### src/rtl/cla_pkg.sv
package cla_pkg;
  typedef enum logic [1:0] {
    ST_IDLE = 2'd0,
    ST_LOOP = 2'd1,
    ST_CONV = 2'd2
  } cla_state_e;
endpackage

### src/rtl/cla_refine_round.sv
// One XOR / AND-shift refinement step; output forced to zero when gated off.
module cla_refine_round #(
  parameter int WIDTH = 32
) (
  input  logic             en,
  input  logic [WIDTH-1:0] sum_i,
  input  logic [WIDTH-1:0] carry_i,
  output logic [WIDTH-1:0] sum_o,
  output logic [WIDTH-1:0] carry_o
);
  logic [WIDTH-1:0] gen_bits;

  always_comb begin
    gen_bits = sum_i & carry_i;
    if (en) begin
      sum_o   = sum_i ^ carry_i;
      carry_o = {gen_bits[WIDTH-2:0], 1'b0};
    end else begin
      sum_o   = '0;
      carry_o = '0;
    end
  end
endmodule

### src/rtl/cla_fallback_adder.sv
// Conventional full-width adder, output held at zero unless enabled.
module cla_fallback_adder #(
  parameter int WIDTH = 32
) (
  input  logic             en,
  input  logic [WIDTH-1:0] a,
  input  logic [WIDTH-1:0] b,
  output logic [WIDTH-1:0] sum_o
);
  always_comb begin
    sum_o = en ? (a + b) : '0;
  end
endmodule

### src/rtl/cla_sequencer.sv
module cla_sequencer
  import cla_pkg::*;
#(
  parameter int MAX_ROUNDS = 5,
  parameter int CNT_W      = $clog2(MAX_ROUNDS + 1)
) (
  input  logic             clk,
  input  logic             rst,
  input  logic             in_valid,
  input  logic             carry_zero,
  output logic             in_ready,
  output logic             load,
  output logic             step,
  output logic             finish_bit,
  output logic             finish_conv,
  output logic             en_bitwise,
  output logic             en_conv,
  output logic [CNT_W-1:0] rounds
);
  localparam logic [CNT_W-1:0] CAP = CNT_W'(MAX_ROUNDS);

  cla_state_e state;
  logic       at_cap;

  always_comb begin
    at_cap      = (rounds == CAP);
    in_ready    = (state == ST_IDLE);
    load        = in_ready && in_valid;
    en_bitwise  = (state == ST_LOOP);
    en_conv     = (state == ST_CONV);
    finish_bit  = en_bitwise && carry_zero;
    step        = en_bitwise && !carry_zero && !at_cap;
    finish_conv = en_conv;
  end

  always_ff @(posedge clk) begin
    if (rst) begin
      state  <= ST_IDLE;
      rounds <= '0;
    end else begin
      case (state)
        ST_IDLE: if (in_valid) begin
          state  <= ST_LOOP;
          rounds <= '0;
        end
        ST_LOOP: begin
          if (carry_zero)  state  <= ST_IDLE;
          else if (at_cap) state  <= ST_CONV;
          else             rounds <= rounds + 1'b1;
        end
        ST_CONV: state <= ST_IDLE;
        default: state <= ST_IDLE;
      endcase
    end
  end

  // ready falls after acceptance
  p_ready_drop_r1: assert property (@(posedge clk) disable iff (rst)
    (in_valid && in_ready) |=> !in_ready);
  // never both paths enabled, none while idle
  p_en_exclusive_r6: assert property (@(posedge clk) disable iff (rst)
    $onehot0({en_bitwise, en_conv}) && !(in_ready && (en_bitwise || en_conv)));
  // cap reached with live carry switches to fallback
  p_conv_entry_r5: assert property (@(posedge clk) disable iff (rst)
    (en_bitwise && !carry_zero && rounds == CAP) |=> en_conv);
  // round counter never exceeds cap
  p_rounds_cap_r3: assert property (@(posedge clk) disable iff (rst)
    rounds <= CAP);
endmodule

### src/rtl/carry_loop_adder.sv
module carry_loop_adder
  import cla_pkg::*;
#(
  parameter int WIDTH      = 32,
  parameter int MAX_ROUNDS = 5,
  parameter int CNT_W      = $clog2(MAX_ROUNDS + 1)
) (
  input  logic             clk,
  input  logic             rst,
  input  logic             in_valid,
  output logic             in_ready,
  input  logic [WIDTH-1:0] in_a,
  input  logic [WIDTH-1:0] in_b,
  output logic             out_valid,
  output logic [WIDTH-1:0] out_sum,
  output logic             out_path,
  output logic [CNT_W-1:0] out_rounds,
  output logic             en_bitwise,
  output logic             en_conv
);
  localparam logic [CNT_W-1:0] CAP = CNT_W'(MAX_ROUNDS);

  logic [WIDTH-1:0] op_a, op_b, sum_q, carry_q;
  logic [WIDTH-1:0] rnd_s_in, rnd_c_in, rnd_s_out, rnd_c_out, conv_sum;
  logic             load, step, finish_bit, finish_conv, carry_zero, rnd_en;
  logic [CNT_W-1:0] rounds;

  assign carry_zero = (carry_q == '0);
  assign rnd_en     = load || en_bitwise;

  // The seed step has the same form as a round, applied to the operands.
  always_comb begin
    if (load) begin
      rnd_s_in = in_a;
      rnd_c_in = in_b;
    end else begin
      rnd_s_in = sum_q;
      rnd_c_in = carry_q;
    end
  end

  cla_sequencer #(.MAX_ROUNDS(MAX_ROUNDS), .CNT_W(CNT_W)) u_seq (
    .clk(clk), .rst(rst), .in_valid(in_valid), .carry_zero(carry_zero),
    .in_ready(in_ready), .load(load), .step(step), .finish_bit(finish_bit),
    .finish_conv(finish_conv), .en_bitwise(en_bitwise), .en_conv(en_conv),
    .rounds(rounds)
  );

  cla_refine_round #(.WIDTH(WIDTH)) u_round (
    .en(rnd_en), .sum_i(rnd_s_in), .carry_i(rnd_c_in),
    .sum_o(rnd_s_out), .carry_o(rnd_c_out)
  );

  cla_fallback_adder #(.WIDTH(WIDTH)) u_conv (
    .en(en_conv), .a(op_a), .b(op_b), .sum_o(conv_sum)
  );

  always_ff @(posedge clk) begin
    if (rst) begin
      op_a    <= '0;
      op_b    <= '0;
      sum_q   <= '0;
      carry_q <= '0;
    end else if (load) begin
      op_a    <= in_a;
      op_b    <= in_b;
      sum_q   <= rnd_s_out;
      carry_q <= rnd_c_out;
    end else if (step) begin
      sum_q   <= rnd_s_out;
      carry_q <= rnd_c_out;
    end
  end

  always_ff @(posedge clk) begin
    if (rst) begin
      out_valid  <= 1'b0;
      out_sum    <= '0;
      out_path   <= 1'b0;
      out_rounds <= '0;
    end else begin
      out_valid <= 1'b0;
      if (finish_bit) begin
        out_valid  <= 1'b1;
        out_sum    <= sum_q;
        out_path   <= 1'b0;
        out_rounds <= rounds;
      end else if (finish_conv) begin
        out_valid  <= 1'b1;
        out_sum    <= conv_sum;
        out_path   <= 1'b1;
        out_rounds <= CAP;
      end
    end
  end

  // sum plus pending carry always equals the true wrapped sum
  p_invariant_r2: assert property (@(posedge clk) disable iff (rst)
    en_bitwise |-> ((sum_q + carry_q) == (op_a + op_b)));
  // result strobe lasts one cycle
  p_pulse_r9: assert property (@(posedge clk) disable iff (rst)
    out_valid |=> !out_valid);
  // conventional results report the full round count
  p_conv_flag_r5: assert property (@(posedge clk) disable iff (rst)
    (out_valid && out_path) |-> (out_rounds == CAP));
  // stored operands untouched while busy
  p_ignore_busy_r8: assert property (@(posedge clk) disable iff (rst)
    !in_ready |=> ($stable(op_a) && $stable(op_b)));
endmodule

### config.mk
export PLATFORM = sky130hd
export DESIGN_NAME = carry_loop_adder
export DESIGN_NICKNAME = d
export VERILOG_FILES = /design/src/rtl/cla_pkg.sv /design/src/rtl/cla_refine_round.sv /design/src/rtl/cla_fallback_adder.sv /design/src/rtl/cla_sequencer.sv /design/src/rtl/carry_loop_adder.sv
export SDC_FILE = /design/constraint.sdc
export NUM_CORES = 1
export LEC_CHECK = 0
export ABC_AREA = 1
export BUFFER_PORTS_ARGS = -buffer_cell sky130_fd_sc_hd__buf_2
export CAP_MARGIN = 20
export CELL_PAD_IN_SITES_DETAIL_PLACEMENT = 1
export CELL_PAD_IN_SITES_GLOBAL_PLACEMENT = 2
export CORE_ASPECT_RATIO = 1.2
export CORE_MARGIN = 1
export CORE_UTILIZATION = 31
export CTS_BUF_LIST = sky130_fd_sc_hd__clkbuf_4 sky130_fd_sc_hd__clkbuf_8
export DETAILED_ROUTE_END_ITERATION = 16
export GPL_TIMING_DRIVEN = 1
export PLACE_DENSITY_LB_ADDON = 0.1
export SYNTH_ARGS = -nofsm -noshare
export SYNTH_HDL_FRONTEND = slang
export SYNTH_HIERARCHICAL = 1
export SYNTH_SLANG_ARGS = --single-unit
### constraint.sdc
create_clock -name clk -period 2.1 [get_ports clk]
set_input_delay 0.315 -clock clk [delete_from_list [all_inputs] [get_ports clk]]
set_output_delay 0.315 -clock clk [all_outputs]
set_load 0.01 [all_outputs]
# Word level (Yosys, flattened, before mapping)
# Cells that the tools add are included.
totals:
  word_cells: 58
  output_inout_bits: 40
  reg_bits: 170
classes:
  muxes: 22
  addsub: 2
  n_bitwise: 2
  n_reduce_logical: 15
  n_eq_ne: 7
op_table:
  columns: ["operator", "count"]
  rows:
  - ["$mux 32", 10]
  - ["$add 32x32->32", 1]
  - ["$logic_not 32->1", 1]
  - ["$xor 32x32->32", 1]
  - ["$and 31x31->31", 1]
  - ["$mux 3", 5]
  - ["$mux 2", 3]
  - ["$ne 2x2->1 const B", 3]
  - ["$pmux 3 s2", 1]
  - ["$reduce_bool 2->1", 3]
  - ["$logic_and 1x1->1", 4]
  - ["$pmux 2 s2", 1]
  - ["$reduce_and 4->1", 1]
  - ["$add 3x1->3 const B", 1]
  - ["$eq 3x3->1 const B", 1]
  - ["$ne 3x1->1 const B", 1]
  - ["$eq 2x1->1 const B", 1]
  - ["$eq 2x2->1 const B", 1]
  - ["$logic_not 1->1", 2]
  - ["$logic_not 2->1", 1]
  - ["$mux 1", 2]
  - ["$reduce_and 2->1", 1]
  - ["$reduce_or 2->1", 1]
  - ["$logic_or 1x1->1", 1]

# Depth between registers and ports, before layout
depth:
  ltp_word: 7
  mapped_depth: 15
  mapped_depth_nobuf: 15

# Modules after synthesis
# The synthesis kept the hierarchy.
modules_own_cells:
  columns: ["mod", "area_each_um2", "cells_per_inst", "instances", "seq_area_each_um2"]
  rows:
  - ["carry_loop_adder", 6568.8, 921, 1, 3303.2]
  - ["cla_fallback_adder", 2608.8, 541, 1, 0.0]
  - ["cla_refine_round", 954.7, 168, 1, 0.0]
  - ["cla_sequencer", 302.8, 43, 1, 100.1]

# Worst setup path before layout
# OpenSTA, ideal clock, no wires.
synth_timing:
  path_type: "flip-flop to flip-flop"
  start: "reg u_seq.state[1]"
  end: "reg sum_q[0]"
  path_buffers: 3
  arrival_ns: 1.828
  required_time_ns: 1.968
  period_less_slack_ns: 1.961
  setup_ns: 0.132
  stages_incl_launch_ff: 15
  setup_slack_ns: 0.139
  path_cell_list: "dfxtp_1 nor2_1 nand2_2 inv_1 buf_6 inv_4 buf_2 buf_2 nand2_1 nand2_1 ha_1 nand2_1 inv_1 nand2_1 a21oi_1"
synth_between:
  elab_chain_cells: 7
  elab_cells_between_ends: 13
  classes_between: "eq/ne (1); mux (5); bitwise (1); reduce/logical (6)"
synth_rtl:
  columns: ["item", "line_no", "rtl"]
  rows:
  - ["from (decl)", "cla_sequencer.sv:22", "cla_state_e state;"]
  - ["from (signal assigned)", "cla_sequencer.sv:38", "state <= ST_IDLE;"]
  - ["from (signal assigned)", "cla_sequencer.sv:43", "state <= ST_LOOP;"]
  - ["from (signal assigned)", "cla_sequencer.sv:47", "if (carry_zero) state <= ST_IDLE;"]
  - ["$logic_not 2->1 *", "cla_sequencer.sv:27", "in_ready = (state == ST_IDLE);"]
  - ["named net in_ready", "carry_loop_adder.sv:11", "output logic in_ready,"]
  - ["$logic_and 1x1->1 *", "cla_sequencer.sv:28", "load = in_ready && in_valid;"]
  - ["named net load", "carry_loop_adder.sv:25", "logic load, step, finish_bit, finish_conv, carry_zero, rnd_en;"]
  - ["$mux 32 *", "carry_loop_adder.sv:33", "if (load) begin"]
  - ["named net rnd_s_in[0]", "carry_loop_adder.sv:24", "logic [WIDTH-1:0] rnd_s_in, rnd_c_in, rnd_s_out, rnd_c_out, conv_sum;"]
  - ["$xor 32x32->32 *", "cla_refine_round.sv:16", "sum_o = sum_i ^ carry_i;"]
  - ["$mux 32 *", "cla_refine_round.sv:15", "if (en) begin"]
  - ["named net rnd_s_out[0]", "carry_loop_adder.sv:24", null]
  - ["$mux 32", "carry_loop_adder.sv:69", "end else if (step) begin"]
  - ["$mux 32 *", "carry_loop_adder.sv:64", "end else if (load) begin"]
  - ["to (signal assigned)", "carry_loop_adder.sv:67", "sum_q <= rnd_s_out;"]
  - ["to (signal assigned)", "carry_loop_adder.sv:70", "sum_q <= rnd_s_out;"]
  - ["to (decl)", "carry_loop_adder.sv:23", "logic [WIDTH-1:0] op_a, op_b, sum_q, carry_q;"]
# Mark *: on every way through the listed nets, which the timed path passes. The rest lies on a longest branch. The select of a mux whose other input is x is not followed.
# A chain may end at the register's enable or synchronous reset.

# Worst setup path after layout
layout_timing:
  start: "reg op_b[3]"
  end: "reg out_sum[31]"
layout_between:
  elab_chain_cells: 3
layout_rtl:
  columns: ["item", "line_no", "rtl"]
  rows:
  - ["from (decl)", "carry_loop_adder.sv:23", null]
  - ["from (signal assigned)", "carry_loop_adder.sv:66", "op_b <= in_b;"]
  - ["$add 32x32->32", "cla_fallback_adder.sv:11", "sum_o = en ? (a + b) : '0;"]
  - ["named net conv_sum[31]", "carry_loop_adder.sv:24", null]
  - ["$mux 32", "carry_loop_adder.sv:88", "end else if (finish_conv) begin"]
  - ["$mux 32", "carry_loop_adder.sv:83", "if (finish_bit) begin"]
  - ["to (signal assigned)", "carry_loop_adder.sv:85", "out_sum <= sum_q;"]
  - ["to (signal assigned)", "carry_loop_adder.sv:90", "out_sum <= conv_sum;"]
  - ["to (decl)", "carry_loop_adder.sv:15", "output logic [WIDTH-1:0] out_sum,"]
# The timed path passes the listed nets, and every way through them passes these cells. The select of a mux whose other input is x is not followed.

==> impl_metrics.yaml <==
detailed_routing:
  drc: 0
  via_count: 10600
  drt-vias-per-instance: 4.68
  ant_nets: 0
  drt-total-wl_um: 40000
  post_drt_wl_per_cell_um: 17.7
  first_iter_violations: 511
  firstDrtPassIters: 4
clocking:
  numCtsBuffers: 17
  clk_pin_slew_ns: 0.10
  cts_tree: "built"
  clkLatencyLatePin_ns: 0.50
  cts_root_buf: "clkbuf_8"
  cts_sinks: 170
  ctsHtreeMaxLevel: 4
  clk_path_buf_depth: 2
sta:
  fmax_mhz: 498
  slew_violations: 0
  setup_viol: 0
  fin_crit_sh: 0.956
  fin_crit_ns: 2.01
  hold_slack_ns: 0.0865
  slew_headroom: 0.525
  rsz0062_at_grt: "yes"
  final.setup_skew_ns: 0.0122
  fin_setup_tns_ns: 0
  hold_viol: 0
  worst_slew_pin_slew_ns: 0.712
global_routing:
  met3_usage: 0.0267
  gr-usage-met1: 0.349
  grt_util_all_layers: 0.233
  antenna_found_initial: 0
  top_usage_layer: "met2"
  grt_pass1_wl_um: 60400
  grt-ovfl-total: 0
  grt_use_met2: 0.352
  grt_pass1_vias: 10400
  grt_max_degree: 137
yosys:
  yosysTopAreaCellShare: 0.326
  yosys.area.top_type: "dfxtp_1"
  synth_enable_flop_cells: 0
  synth_top_family_by_area: "simple AND/OR/NAND/NOR gates"
  ys_seq_area_frac: 0.326
  ys.flop_type: "dfxtp_1"
  synth_cell_type_count: 37
  synth_area_um2: 10400
  synth-compound-area-share: 0.139
  synthMuxAreaShare: 0
  avgSynthCellArea_um2: 6.24
  synthAdderAreaFrac: 0.0787
  synth-simple-area-share: 0.335
  synthCells: 1673
  synthXorXnorAreaFrac: 0.00420
  ys_ff_latch: 170
  async_flop_share: 0
  syn_nets: 1805
  yosysWarnings: 6
  yosys-top-cells-area: "dfxtp_1, nand2_1, a21oi_1"
worst_setup_path:
  cp_max_fo: 5
  critPathLaunchType: "flop"
  r2r_slack_ns: 0.09
  crit_arrival_ns: 2.41
  r2r_start: "op_b[3]"
  r2r_end: "out_sum[31]"
  cp-end-kind: "flop"
  cp_data_required_time_ns: 2.50
  worstSetupPathType: "reg -> reg"
  rr_worst_depth: 12
die:
  core_um2: 33200
  ioPinCount: 107
  floorplan.initialDensity: 0.315
  die_area_um2: 34400
  die_x_um: 169
  rows: 73
  die_height_um: 203
job:
  maxCapViolCount: 0
power_and_ir_drop:
  p_per_area_nw_per_um2: 616
  ir_worst_vdd_v: 0.000334
  p_leak_uw: 0.00643
placed_design:
  portBuffers: 106
  placed_area_um2: 11700
  gp_congestion: 0.850
  dp_hpwl_um: 30000
worst_hold_path:
  hp-class: "in -> reg"
  hold_end: "op_b[14]"
  worstHoldStart: "in_b[14]"
  hold_depth: 3
layout:
  fin_area_um2: 12700
  n_antenna_cell: 0
  multi_input_area_um2: 6290
  area_growth_pct: 21.7
  final_net_count: 1927
  utilization: 0.383
  drive_gt1_frac: 0.197
  fillers: 4380
  ff_latch_area_um2: 3430
run_status:
  status: "finished clean"
-- final cells by class --
class                      count  area share
multi-input combinational   1229       0.495
sequential                   170       0.270
timing repair buffer         179       0.104
inverter                     198      0.0593
tap                          450      0.0443
clock buffer                  18      0.0195
clock inverter                14     0.00788
-- synth_stat cells, types with 3 or more instances --
library cell and n:
nand2_1 704, a21oi_1 203, inv_1 187, dfxtp_1 170, nor2_1 91, ha_1 64, o21ai_0 56, buf_2 28
nand3_1 28, clkbuf_1 23, o21ai_1 22, nand2_2 16, buf_6 15, inv_2 10, buf_4 8, nand3_2 6
nor2_2 6, xnor2_1 5, nand4_1 4, nor3_2 4, and2_1 3, o21bai_1 3
-- cell usage in the layout, fill, tap and decap left out, types with 32 or more instances in the layout --
cell     synthesis  layout
dfxtp_1        170     149
nor2_1          91      82
nand2_1        704     686
a21oi_1        203     189
o21ai_1         22      32
buf_2           28     105
o21ai_0         56      46
ha_1            64      39
buf_4            8      54
inv_1          187     183
-- routing by layer --
layer | vias up | wire (µm)
li1 | 5438 | -
met2 | 130 | 17300
met4 | 0 | 664
met5 | - | 0
met1 | 4965 | 21000
met3 | 33 | 1010
-- logic make-up after synthesis --
group,count (synthesis)
other,1
buffers and inverters,274
adder cells (fa/ha/maj),65
XOR/XNOR,5
AND/OR/NAND/NOR,871
AO/OA/AOI/OAI,287
flip-flops,170
-- registers in the layout, summed over array words and instances (netlist names) --
signal        count
u_seq/state       2
carry_q          32
op_a             32
out_sum          32
sum_q            32
u_seq/rounds      3
out_path          1
op_b             32
out_rounds        3
out_valid         1
-- metrics by stage --
step                      worst slack [ns]  cells  power [µW]
final                               0.0921   2258        7820
after CTS                          0.00131   2253        7750
after detailed placement            -0.116   2221        5490
after global placement             -0.0798   2221        5470
after global routing               -0.0144   2258        8270
after floorplan                      0.139   1673        4760
-- repair_timing --
| action | CTS | global route |
|---|---|---|
| resized for setup | 21 | 118 |
| setup buffers | 0 | 2 |
| setup endpoints to repair | 15 | 97 |
| pin swaps | 0 | 11 |
| gates cloned | 0 | 3 |
| hold buffers | 0 | 0 |
-- worst max path at each step --
stage	start	end	slack [ns]	depth (start not counted)
3_3_place_gp	op_a[0]	out_sum[20]	-0.08	15
6_report	op_b[3]	out_sum[31]	0.09	12
4_1_cts	op_b[4]	out_sum[29]	0.001	13
3_5_place_dp	op_b[0]	out_sum[20]	-0.12	15
5_1_grt	op_a[8]	out_sum[9]	-0.01	12
2_1_floorplan	u_seq/state[1]	sum_q[0]	0.14	14
-- critical path, stage by stage, from the launching register on --
cell	delay, ns
dfxtp_2	0.36
ha_4	0.32
nand2_1	0.14
nor2_4	0.17
nand3_2	0.08
nand2_2	0.14
nand2_2	0.07
nand2_2	0.09
nand2_2	0.07
a21oi_1	0.15
nor2_1	0.07
o21ai_1	0.16
a21oi_1	0.08
-- power breakdown --
group	total (µW)	switching, µW	internal [µW]
sequential	3610	175	3440
clock	2200	1350	849
combinational	2000	1240	761
total	7820	2770	5050
No activity file was read; power rests on OpenSTA's default activity.
